$ cat src/rtl/op_alu_pkg.sv
package op_alu_pkg;

  typedef enum logic [3:0] {
    ALU_AND = 4'b0000,
    ALU_OR  = 4'b0001,
    ALU_ADD = 4'b0010,
    ALU_SUB = 4'b0110,
    ALU_SLT = 4'b0111,
    ALU_NOR = 4'b1100
  } alu_code_e;

  typedef enum logic [1:0] {
    CLS_MEM    = 2'b00,
    CLS_BRANCH = 2'b01,
    CLS_RTYPE  = 2'b10,
    CLS_SPARE  = 2'b11
  } op_class_e;

  localparam int FUNCT_W = 6;
  localparam int CODE_W  = 4;
  localparam int CLASS_W = 2;

  localparam logic [FUNCT_W-1:0] FN_ADD = 6'b100000;
  localparam logic [FUNCT_W-1:0] FN_SUB = 6'b100010;
  localparam logic [FUNCT_W-1:0] FN_AND = 6'b100100;
  localparam logic [FUNCT_W-1:0] FN_OR  = 6'b100101;
  localparam logic [FUNCT_W-1:0] FN_SLT = 6'b101010;

  typedef enum logic [1:0] {
    LG_AND = 2'd0,
    LG_OR  = 2'd1,
    LG_NOR = 2'd2
  } logic_sel_e;

endpackage

$ cat src/rtl/op_alu_decode.sv
module op_alu_decode
  import op_alu_pkg::*;
(
  input  logic [CLASS_W-1:0] op_class,
  input  logic [FUNCT_W-1:0] funct,
  output logic [CODE_W-1:0]  ctrl_code
);

  logic [CODE_W-1:0] rtype_code;

  // second level: only consulted for register-to-register class
  always_comb begin
    case (funct)
      FN_ADD:  rtype_code = ALU_ADD;
      FN_SUB:  rtype_code = ALU_SUB;
      FN_AND:  rtype_code = ALU_AND;
      FN_OR:   rtype_code = ALU_OR;
      FN_SLT:  rtype_code = ALU_SLT;
      default: rtype_code = ALU_ADD;
    endcase
  end

  // first level: class overrides the function field
  always_comb begin
    case (op_class)
      CLS_MEM:    ctrl_code = ALU_ADD;
      CLS_BRANCH: ctrl_code = ALU_SUB;
      CLS_RTYPE:  ctrl_code = rtype_code;
      default:    ctrl_code = ALU_ADD;
    endcase
  end

endmodule

$ cat src/rtl/op_alu_logic.sv
module op_alu_logic
  import op_alu_pkg::*;
#(
  parameter int WIDTH = 32
) (
  input  logic [WIDTH-1:0] a,
  input  logic [WIDTH-1:0] b,
  input  logic [1:0]       sel,
  output logic [WIDTH-1:0] y
);

  for (genvar i = 0; i < WIDTH; i++) begin : g_bit
    always_comb begin
      case (sel)
        LG_OR:   y[i] = a[i] | b[i];
        LG_NOR:  y[i] = ~(a[i] | b[i]);
        default: y[i] = a[i] & b[i];
      endcase
    end
  end

endmodule

$ cat src/rtl/op_alu_arith.sv
module op_alu_arith #(
  parameter int WIDTH = 32
) (
  input  logic [WIDTH-1:0] a,
  input  logic [WIDTH-1:0] b,
  input  logic             subtract,
  output logic [WIDTH-1:0] sum,
  output logic             less
);

  localparam int MSB = WIDTH - 1;

  logic [WIDTH-1:0] b_eff;
  logic [WIDTH-1:0] cin_vec;

  assign b_eff   = subtract ? ~b : b;
  assign cin_vec = {{(WIDTH-1){1'b0}}, subtract};
  assign sum     = a + b_eff + cin_vec;

  // signed compare from the difference; operands of differing sign
  // decide by sign of A alone, avoiding the overflowed difference
  assign less = (a[MSB] != b[MSB]) ? a[MSB] : sum[MSB];

endmodule

$ cat src/rtl/op_alu.sv
module op_alu
  import op_alu_pkg::*;
#(
  parameter int WIDTH = 32
) (
  input  logic [1:0]       op_class,
  input  logic [5:0]       funct,
  output logic [3:0]       ctrl_code,
  input  logic [3:0]       alu_code,
  input  logic [WIDTH-1:0] opnd_a,
  input  logic [WIDTH-1:0] opnd_b,
  output logic [WIDTH-1:0] result,
  output logic             zero
);

  logic [WIDTH-1:0] logic_y;
  logic [WIDTH-1:0] arith_sum;
  logic             arith_less;
  logic             do_sub;
  logic [1:0]       lsel;

  op_alu_decode u_dec (
    .op_class (op_class),
    .funct    (funct),
    .ctrl_code(ctrl_code)
  );

  always_comb begin
    case (alu_code)
      ALU_OR:  lsel = LG_OR;
      ALU_NOR: lsel = LG_NOR;
      default: lsel = LG_AND;
    endcase
  end

  assign do_sub = (alu_code == ALU_SUB) || (alu_code == ALU_SLT);

  op_alu_logic #(.WIDTH(WIDTH)) u_logic (
    .a  (opnd_a),
    .b  (opnd_b),
    .sel(lsel),
    .y  (logic_y)
  );

  op_alu_arith #(.WIDTH(WIDTH)) u_arith (
    .a       (opnd_a),
    .b       (opnd_b),
    .subtract(do_sub),
    .sum     (arith_sum),
    .less    (arith_less)
  );

  always_comb begin
    case (alu_code)
      ALU_AND, ALU_OR, ALU_NOR: result = logic_y;
      ALU_ADD, ALU_SUB:         result = arith_sum;
      ALU_SLT:                  result = {{(WIDTH-1){1'b0}}, arith_less};
      default:                  result = '0;
    endcase
  end

  assign zero = (result == '0);

endmodule

$ cat config.mk
export PLATFORM = sky130hd
export DESIGN_NAME = op_alu
export DESIGN_NICKNAME = d
export VERILOG_FILES = /design/src/rtl/op_alu_pkg.sv /design/src/rtl/op_alu_decode.sv /design/src/rtl/op_alu_logic.sv /design/src/rtl/op_alu_arith.sv /design/src/rtl/op_alu.sv
export SDC_FILE = /design/constraint.sdc
export NUM_CORES = 1
export LEC_CHECK = 0
export ABC_AREA = 1
export ABC_CLOCK_PERIOD_IN_PS = 5600
export BUFFER_PORTS_ARGS = -buffer_cell sky130_fd_sc_hd__buf_2
export CAP_MARGIN = 10
export CORE_MARGIN = 2
export CORE_UTILIZATION = 35
export DETAILED_ROUTE_END_ITERATION = 16
export GPL_TIMING_DRIVEN = 0
export PLACE_DENSITY = 0.64
export REMOVE_ABC_BUFFERS = 1
export SLEW_MARGIN = 10
export SYNTH_ARGS = -nofsm -noshare
export SYNTH_HDL_FRONTEND = slang
export SYNTH_SLANG_ARGS = --single-unit
export TNS_END_PERCENT = 10
$ cat constraint.sdc
create_clock -name vclk -period 5.6
set_input_delay 1.12 -clock vclk [all_inputs]
set_output_delay 1.12 -clock vclk [all_outputs]
set_load 0.02 [all_outputs]
**Yosys cells after proc, flatten, opt, wreduce, memory -nomap -nowiden**

Cells that the tools add are included.

- Word-level logic and storage cells: 156
- Input bits: 76
- Output and inout port bits: 37
- Flip-flop bits (word level): 0

- $add $sub $neg: 2
- Muxes and demuxes: 38
- Bitwise gates (word level): 97
- Equality and inequality tests: 14
- Reductions and logical operators: 5

Operators with widths:

| kind | count |
|---|---|
| $pmux W32 S3 | 1 |
| $pmux W1 S2 | 32 |
| $add A32 B1 Y32 | 1 |
| $add A32 B32 Y32 | 1 |
| $and A1 B1 Y1 | 32 |
| $logic_not A32 Y1 | 1 |
| $mux W32 | 1 |
| $not A1 Y1 | 32 |
| $not A32 Y32 | 1 |
| $or A1 B1 Y1 | 32 |
| $eq A6 B6 Y1 const B | 4 |
| $pmux W3 S4 | 1 |
| $eq A4 B3 Y1 const B | 2 |
| $pmux W3 S2 | 1 |
| $eq A2 B1 Y1 const B | 2 |
| $eq A2 B2 Y1 const B | 2 |
| $eq A4 B1 Y1 const B | 1 |
| $eq A4 B2 Y1 const B | 1 |
| $eq A4 B4 Y1 const B | 1 |
| $logic_not A4 Y1 | 1 |
| $pmux W2 S2 | 1 |
| $reduce_or A3 Y1 | 1 |
| $reduce_or A2 Y1 | 1 |
| $logic_or A1 B1 Y1 | 1 |
| 2 further kinds | 2 |

**Longest topological paths before layout**

Gate-level depths: netlist of run 1.

- Depth in word-level cells: 8
- Depth in mapped cells: 24
- Depth with buffers taken out: 23

**Hierarchy**

Synthesis of run 1 repeated with hierarchy kept, for this count alone.

- Cell total of the unflattened synthesis: 787
- Area, all modules: 4132.7 um^2

Modules (own cells, without submodules):

| module | seq. area each (um^2) | area each (um^2) | cells an instance | instances |
|---|---|---|---|---|
| op_alu_arith | 0.0 | 2327.2 | 394 | 1 |
| op_alu_logic | 0.0 | 1052.3 | 212 | 1 |
| op_alu | 0.0 | 595.6 | 149 | 1 |
| op_alu_decode | 0.0 | 157.7 | 32 | 1 |

**Worst setup path after synthesis of run 1**

Ideal clock, no wire load.

- Kind: input -> output
- Start point: input alu_code[3]
- End point: output zero
- Stages on the path: 19
- Buffers on the path: 1
- Data required time: 4.480 ns
- Setup slack: 0.528 ns
- Arrival time: 3.952 ns
- Cells stage by stage: inv_2 > nand3_4 > buf_1 > xor2_1 > fa_1 > inv_1 > nand2_1 > o21ai_4 > nand2_1 > nand2_1 > nand2_1 > nand2_1 > xnor2_1 > o21ai_0 > nor2_1 > nand2_1 > nor2_1 > nand3_1 > nor2_1

- Elaborated cells between the ends (all ways): 50
- Those cells by class: add/sub (2); eq/ne (7); mux (36); reduce/logical (5)

RTL lines:

| element | RTL line | text |
|---|---|---|
| from (decl) | op_alu.sv:9 | `input logic [3:0] alu_code,` |
| $eq A4 B3 Y1 | op_alu.sv:36, op_alu.sv:54 |  |
| $logic_or A1 B1 Y1 | op_alu.sv:36 | `assign do_sub = (alu_code == ALU_SUB) \|\| (alu_code == ALU_SLT);` |
| $mux W32 | op_alu_arith.sv:16 | `assign b_eff = subtract ? ~b : b;` |
| $add A32 B32 Y32 | op_alu_arith.sv:18 | `assign sum = a + b_eff + cin_vec;` |
| $add A32 B1 Y32 | op_alu_arith.sv:18 |  |
| $pmux W32 S3 (*) | op_alu.sv:54 | `case (alu_code)` |
| via result[16] | op_alu.sv:12 | `output logic [WIDTH-1:0] result,` |
| $logic_not A32 Y1 (*) | op_alu.sv:62 | `assign zero = (result == '0);` |
| to (decl) | op_alu.sv:13 | `output logic zero` |

Mark *: on every way through the listed nets, which the timed path passes. The rest lies on a longest branch.

**Worst setup path in the final report of run 1**

- Start point: input alu_code[3]
- End point: output zero

- Cells in the longest elaborated chain, start to end: 8
- Elaborated cells between the ends (all ways): 50
- Those cells by class: add/sub (2); eq/ne (7); mux (36); reduce/logical (5)

Ends and longest elaborated chain:

| element | RTL line | text |
|---|---|---|
| $eq A4 B3 Y1 | op_alu.sv:36, op_alu.sv:54 |  |
| $logic_or A1 B1 Y1 | op_alu.sv:36 |  |
| $mux W32 | op_alu_arith.sv:16 |  |
| $add A32 B32 Y32 | op_alu_arith.sv:18 |  |
| $add A32 B1 Y32 | op_alu_arith.sv:18 |  |
| $mux W1 | op_alu_arith.sv:22 | `assign less = (a[MSB] != b[MSB]) ? a[MSB] : sum[MSB];` |
| $pmux W32 S3 (*) | op_alu.sv:54 |  |
| $logic_not A32 Y1 (*) | op_alu.sv:62 |  |

Mark *: on every way between the ends. The rest lies on a longest branch, timed or not.

==> results.md, run 1 <==
* Largest net degree at the start of global routing at 34
* Routed WL at 13400 µm
* Switching power at 0.341 mW
* Die area at 12200 µm²
* RSZ-0062 raised after global routing: no
* Inst Count DP at 1011
* HP Start: funct[2]
* Worst hold slack at 2640 ps
* Storage cell area at 0 µm²
* Synth Area in Simple Gates at 48.0%
* Leading post-synthesis cells by cell area: nand2_1 20%, ha_1 12%, nand3_1 10%
* CP startpoint kind: input port
* CP Capture Type: output pin
* Min Tclk post-route at 5340 ps
* Sequential share of power at 0%
* Antenna violations before repair at 0
* VDD IR max at 0.0519 mV
* Area Overhead vs Synth at 19.5%
* Max Clk Rate at 187 MHz
* Largest family of logic cells by synthesized area: simple AND/OR/NAND/NOR gates
* Port bufs at 112
* Post-synthesis sequential area ratio at 0%
* ANT nets after route at 0
* # diodes at 0
* Distinct cells, synth at 44
* First-pass GRT wire length at 22000 µm
* WL/cell at 13.1 µm
* Core Area at 10900 µm²
* Ports at 113
* Number of global-route vias before repair at 4705
* Routed vias at 5231
* Clock buffers at 0
* Max_cap viols at 0
* Netlist Area Pre-Place at 3970 µm²
* Comb power frac at 100.0%
* Status: finished clean
* Leakage at 2.58 nW
* Layout cells sized above 1 at 16.3%
* Clock share of power at 0%
* Worst-path fanout max at 14
* GRT overflow at 0
* Initial Util at 36.3%
* Die width at 110 µm
* Synth Area in Compound Gates at 21.0%
* Vias per cell at 5.14
* Final net count at 995
* GRT Overall Usage at 20.6%
* Number of sequential cells at 0
* Final hold vios at 0
* Drt drc at 0
* RD Place Congestion at 0.906
* Cells after Synth at 780
* Final Non-Filler Cells at 1018
* Tcrit/Tclk final at 95.3%
* Slew margin rel. at 24.2%
* Multiplexer area fraction after synthesis at 0%
* Hold Crit Class: in -> out
* Synth Warn # at 0
* DRT iter0 DRCs at 425
* Mean Syn Cell Area at 5.08 µm²
* Fin. max-slew vios at 0
* Largest area contributor in the netlist: nand2_1
* Worst slew pin tran at 1130 ps
* Post-Synth XOR/XNOR Area at 7.29%
* Row count at 38
* Share of the synthesized area in the top cell type at 19.9%
* Crit path kind: in -> out
* Setup crit start: alu_code[3]
* Final count of negative-setup-slack endpoints at 0
* Hpwl dp at 10900 µm
* Post-Synth Adder-Cell Area at 12.5%
* Int Pwr at 0.188 mW
* TritonRoute pass-1 iters at 5
* Worst Path Required at 4480 ps
* Arr. time, crit path at 4220 ps
* Pwr Density at 112 nW/µm²
* Switching Fraction at 64.4%
* Die height at 110 µm
synth_stat cells, drive strengths merged:
| cell type | n |
|---|---|
| o211ai | 1 |
| nor2 | 100 |
| a211oi | 1 |
| nand4 | 15 |
| o311ai | 2 |
| nand3b | 4 |
| xor2 | 2 |
| a21o | 2 |
| clkbuf | 12 |
| conb | 1 |
| nand2 | 216 |
| o21a | 1 |
| xnor2 | 31 |
| a32oi | 2 |
| buf | 11 |
| a21oi | 72 |
| a31oi | 1 |
| nor3 | 11 |
| o31ai | 1 |
| a31o | 1 |
| ha | 38 |
| inv | 89 |
| nor4 | 3 |
| and2 | 3 |
| nor3b | 1 |
| nand3 | 85 |
| a21boi | 1 |
| o21ai | 66 |
| or2 | 3 |
| o21bai | 3 |
| fa | 1 |
area by class of cell:
type | count | area [µm²]
Inverter | 89 | 338
Multi-Input combinational cell | 669 | 3550
Fill cell | 1271 | 6200
Tap cell | 140 | 175
Timing Repair Buffer | 120 | 673
power groups by stage:
stage          Clock [mW]  Combinational (mW)  Sequential (mW)
2_1_floorplan           0               0.361                0
3_3_place_gp            0               0.508                0
3_5_place_dp            0               0.514                0
4_1_cts                 0               0.519                0
5_1_grt                 0               0.596                0
6_report                0               0.529                0
metal layers:
metal,vias to the layer above,global-route usage [%],share of wire [%]
met4,0,0.583,0
met1,2297,29.0,50
met5,-,0,0
met2,150,36.5,45
met3,0,1.10,5.2
li1,2784,-,-
per-stage QoR:
| step | setup slack [ps] | area [µm²] | total power, mW | utilization [%] | setup TNS [ps] |
|---|---|---|---|---|---|
| 2_1_floorplan | 530 | 3860 | 0.361 | - | 0 |
| 3_3_place_gp | -108 | 4600 | 0.508 | 42.0 | -108 |
| 3_5_place_dp | -82.2 | 4650 | 0.514 | 42.5 | -82.2 |
| 4_1_cts | 69.5 | 4660 | 0.519 | 42.6 | 0 |
| 5_1_grt | 51.3 | 4740 | 0.596 | 43.3 | 0 |
| 6_report | 262 | 4740 | 0.529 | 43.3 | 0 |
worst paths after layout:
path | to | slack, ps | cells past startpoint
worst max-delay path | zero | 260 | 21
worst min-delay path | ctrl_code[2] | 2640 | 5
repair_timing:
| item | 4_1_cts | 5_1_grt |
|---|---|---|
| setup endpoints to repair | 1 | 1 |
| setup buffers | 0 | 6 |
| pin swaps | 0 | 0 |
| gates resized for setup | 0 | 2 |
| gates cloned | 1 | 0 |
| hold buffers | 0 | 0 |
worst max-delay path: stages:
cell and delay, ps:
buf_2 120, inv_2 140, nand3_4 140, buf_12 190, xnor2_1 130, ha_1 380
nand2_1 120, nor2_1 230, inv_1 70, nor2_1 180, nand4_1 120, nand3_1 200
nand2_1 70, nand2_1 60, o21ai_1 70, nor2_1 120, nand2_1 80, nor2_1 190
nand3_1 130, nor2_1 150, buf_2 180
cell usage in the layout, fill, tap and decap left out, types with 2 or more instances in the layout:
| cell | instances |
|---|---|
| buf_4 | 4 |
| nor3_1 | 9 |
| nand3_4 | 2 |
| o21ai_1 | 3 |
| a32oi_1 | 2 |
| nor4_1 | 3 |
| and2_1 | 3 |
| ha_1 | 37 |
| a21oi_1 | 71 |
| o21ai_0 | 61 |
| inv_1 | 86 |
| buf_12 | 2 |
| nand2_2 | 6 |
| or2_2 | 2 |
| o21bai_1 | 3 |
| a21o_1 | 2 |
| o311ai_0 | 2 |
| xor2_1 | 2 |
| nand4_1 | 15 |
| buf_2 | 112 |
| nand3b_1 | 4 |
| xnor2_1 | 31 |
| nand2_1 | 210 |
| nor2_1 | 99 |
| nand3_1 | 83 |
| inv_2 | 2 |
cell families after synthesis:
| kind of cell | after synthesis |
|---|---|
| other | 1 |
| adder cells (fa/ha/maj) | 39 |
| XOR/XNOR | 33 |
| AO/OA/AOI/OAI | 154 |
| buffers and inverters | 112 |
| AND/OR/NAND/NOR | 441 |
Power figures use the tool's default switching activity.
==> inputs of run 2 (changes only) <==
--- a/config.mk
+++ b/config.mk
@@ -10,10 +10,10 @@
 export BUFFER_PORTS_ARGS = -buffer_cell sky130_fd_sc_hd__buf_2
 export CAP_MARGIN = 10
 export CORE_MARGIN = 2
-export CORE_UTILIZATION = 35
+export CORE_UTILIZATION = 45
 export DETAILED_ROUTE_END_ITERATION = 16
 export GPL_TIMING_DRIVEN = 0
-export PLACE_DENSITY = 0.64
+export PLACE_DENSITY = 0.76
 export REMOVE_ABC_BUFFERS = 1
 export SLEW_MARGIN = 10
 export SYNTH_ARGS = -nofsm -noshare
==> results.md, run 2 (synthesis gave the netlist of run 1 again) <==
* Most common cell after layout, fill and taps aside: nand2_1
* DRT iter0 DRCs at 407
* Leakage at 2.56 nW
* Largest net degree at the start of global routing at 32
* Routed vias at 5267
* Comb power frac at 100.0%
* Worst hold slack at 2640 ps
* CP delay by family, top: simple AND/OR/NAND/NOR gates
* Worst Path Required at 4480 ps
* CP startpoint kind: input port
* Port bufs at 112
* First-pass GRT wire length at 20900 µm
* Final hold vios at 0
* Slowest-stage cell, CP: ha_1
* GRT overflow at 0
* Area Overhead vs Synth at 17.4%
* Die width at 97.9 µm
* WL/cell at 12.8 µm
* Final setup margin at 343 ps
* Switching Fraction at 64.5%
* Final net count at 991
* RD Place Congestion at 0.990
* Layout fillers at 957
* Max Clk Rate at 190 MHz
* Number of sequential cells at 0
* Ports at 113
* Worst-path fanout max at 5
* Int Pwr at 0.186 mW
* Commonest cells after routing, fill and taps aside: 210 x nand2_1, 112 x buf_2, 99 x nor2_1
* Tcrit/Tclk final at 93.9%
* Sequential share of power at 0%
* Clock share of power at 0%
* Slew margin rel. at 28.0%
* Antenna violations before repair at 0
* Crit-path cells: buf_2 > inv_2 > nand3_4 > buf_4 > xor2_1 > ha_1 > a21oi_1 > nand2_2 > nand2_1 > nand2_2 > nand2_1 > nand2_1 > or2_2 > nand3_1 > nand4_1 > nor2_1 > nand3_1 > nor2_1 > buf_2
* Routed WL at 12600 µm
* Initial Util at 45.9%
* Vias per cell at 5.36
* Storage cell area at 0 µm²
* CP most frequent cell: nand2_1
* TritonRoute pass-1 iters at 5
* Row count at 34
* Fin. max-slew vios at 0
* Utilization after layout at 53.9%
* Setup crit start: alu_code[3]
* Clock buffers at 0
* Arr. time, crit path at 4140 ps
* Switching power at 0.337 mW
* Post-place setup slack at -22.8 ps
* Die height at 97.9 µm
* Hpwl dp at 10100 µm
* # diodes at 0
* Slowest stage delay, CP at 330 ps
* Max_cap viols at 0
* Total power at 0.522 mW
* Min Tclk post-route at 5260 ps
* ANT nets after route at 0
* Critical path capture point: zero
* VDD IR max at 0.0517 mV
* Pwr Density at 112 nW/µm²
* Drt drc at 0
* Core Area at 8640 µm²
* Hold Crit Class: in -> out
* Layout cells sized above 1 at 15.8%
* Status: finished clean
* Worst path bufs/invs at 4
* CP Capture Type: output pin
* RSZ-0062 raised after global routing: no
* CTS Hold Buffers Added at 0
* Final count of negative-setup-slack endpoints at 0
* GRT Overall Usage at 25.0%
* Crit path kind: in -> out
* Number of global-route vias before repair at 4589
* Die area at 9580 µm²
* Worst slew pin tran at 1080 ps
* CP Depth at 19
-- run 2: cell count changes in the layout (fill, tap and decap cells not counted), sizes merged --
| cell | delta |
|---|---|
| inv | +1 |
| buf | -4 |
| clkinvlp | -1 |
-- run 2: worst min-delay path: stages --
cell	delay (ps)
buf_2	100
nor3_1	50
nand2_1	50
a21oi_1	50
buf_2	150
-- run 2: repair_timing --
| action | CTS | global route |
|---|---|---|
| cloned | 1 | 0 |
| gates resized for setup | 0 | 1 |
| setup endpoints to repair | 1 | 1 |
| pin swaps | 0 | 0 |
| buffers inserted | 0 | 2 |
-- run 2: power by group through the flow --
stage | Combinational, mW | Clock [mW] | Sequential, mW
floorplan | 0.361 | 0 | 0
global placement | 0.501 | 0 | 0
detailed placement | 0.507 | 0 | 0
CTS | 0.512 | 0 | 0
global route | 0.587 | 0 | 0
finish | 0.522 | 0 | 0
-- run 2: cell type report --
class              count  area [µm²]  share of cell area [%]
well taps            108         135                    2.90
multi-input cells    669        3550                    76.4
repair buffers       116         631                    13.6
inverters             89         334                    7.18
-- run 2: worst min path at each step --
stage	startpoint	cells after the start	to
global placement	funct[2]	5	ctrl_code[2]
detailed placement	funct[2]	5	ctrl_code[2]
floorplan	funct[2]	3	ctrl_code[2]
global route	funct[2]	5	ctrl_code[2]
CTS	funct[2]	5	ctrl_code[2]
finish	funct[2]	5	ctrl_code[2]
-- run 2: stage by stage --
stage,setup TNS [ps],instance area (µm²),std cells
2_1_floorplan,0,3860,757
3_3_place_gp,-67.7,4560,977
3_5_place_dp,-22.8,4610,979
4_1_cts,0,4620,980
5_1_grt,0,4650,982
6_report,0,4650,982
-- run 2: routing by layer --
| layer | share of wire [%] | GRT usage [%] |
|---|---|---|
| met1 | 48 | 35.9 |
| met2 | 46 | 43.0 |
| met3 | 4.9 | 0.573 |
| met4 | 0.98 | 2.78 |
| met5 | 0 | 0 |
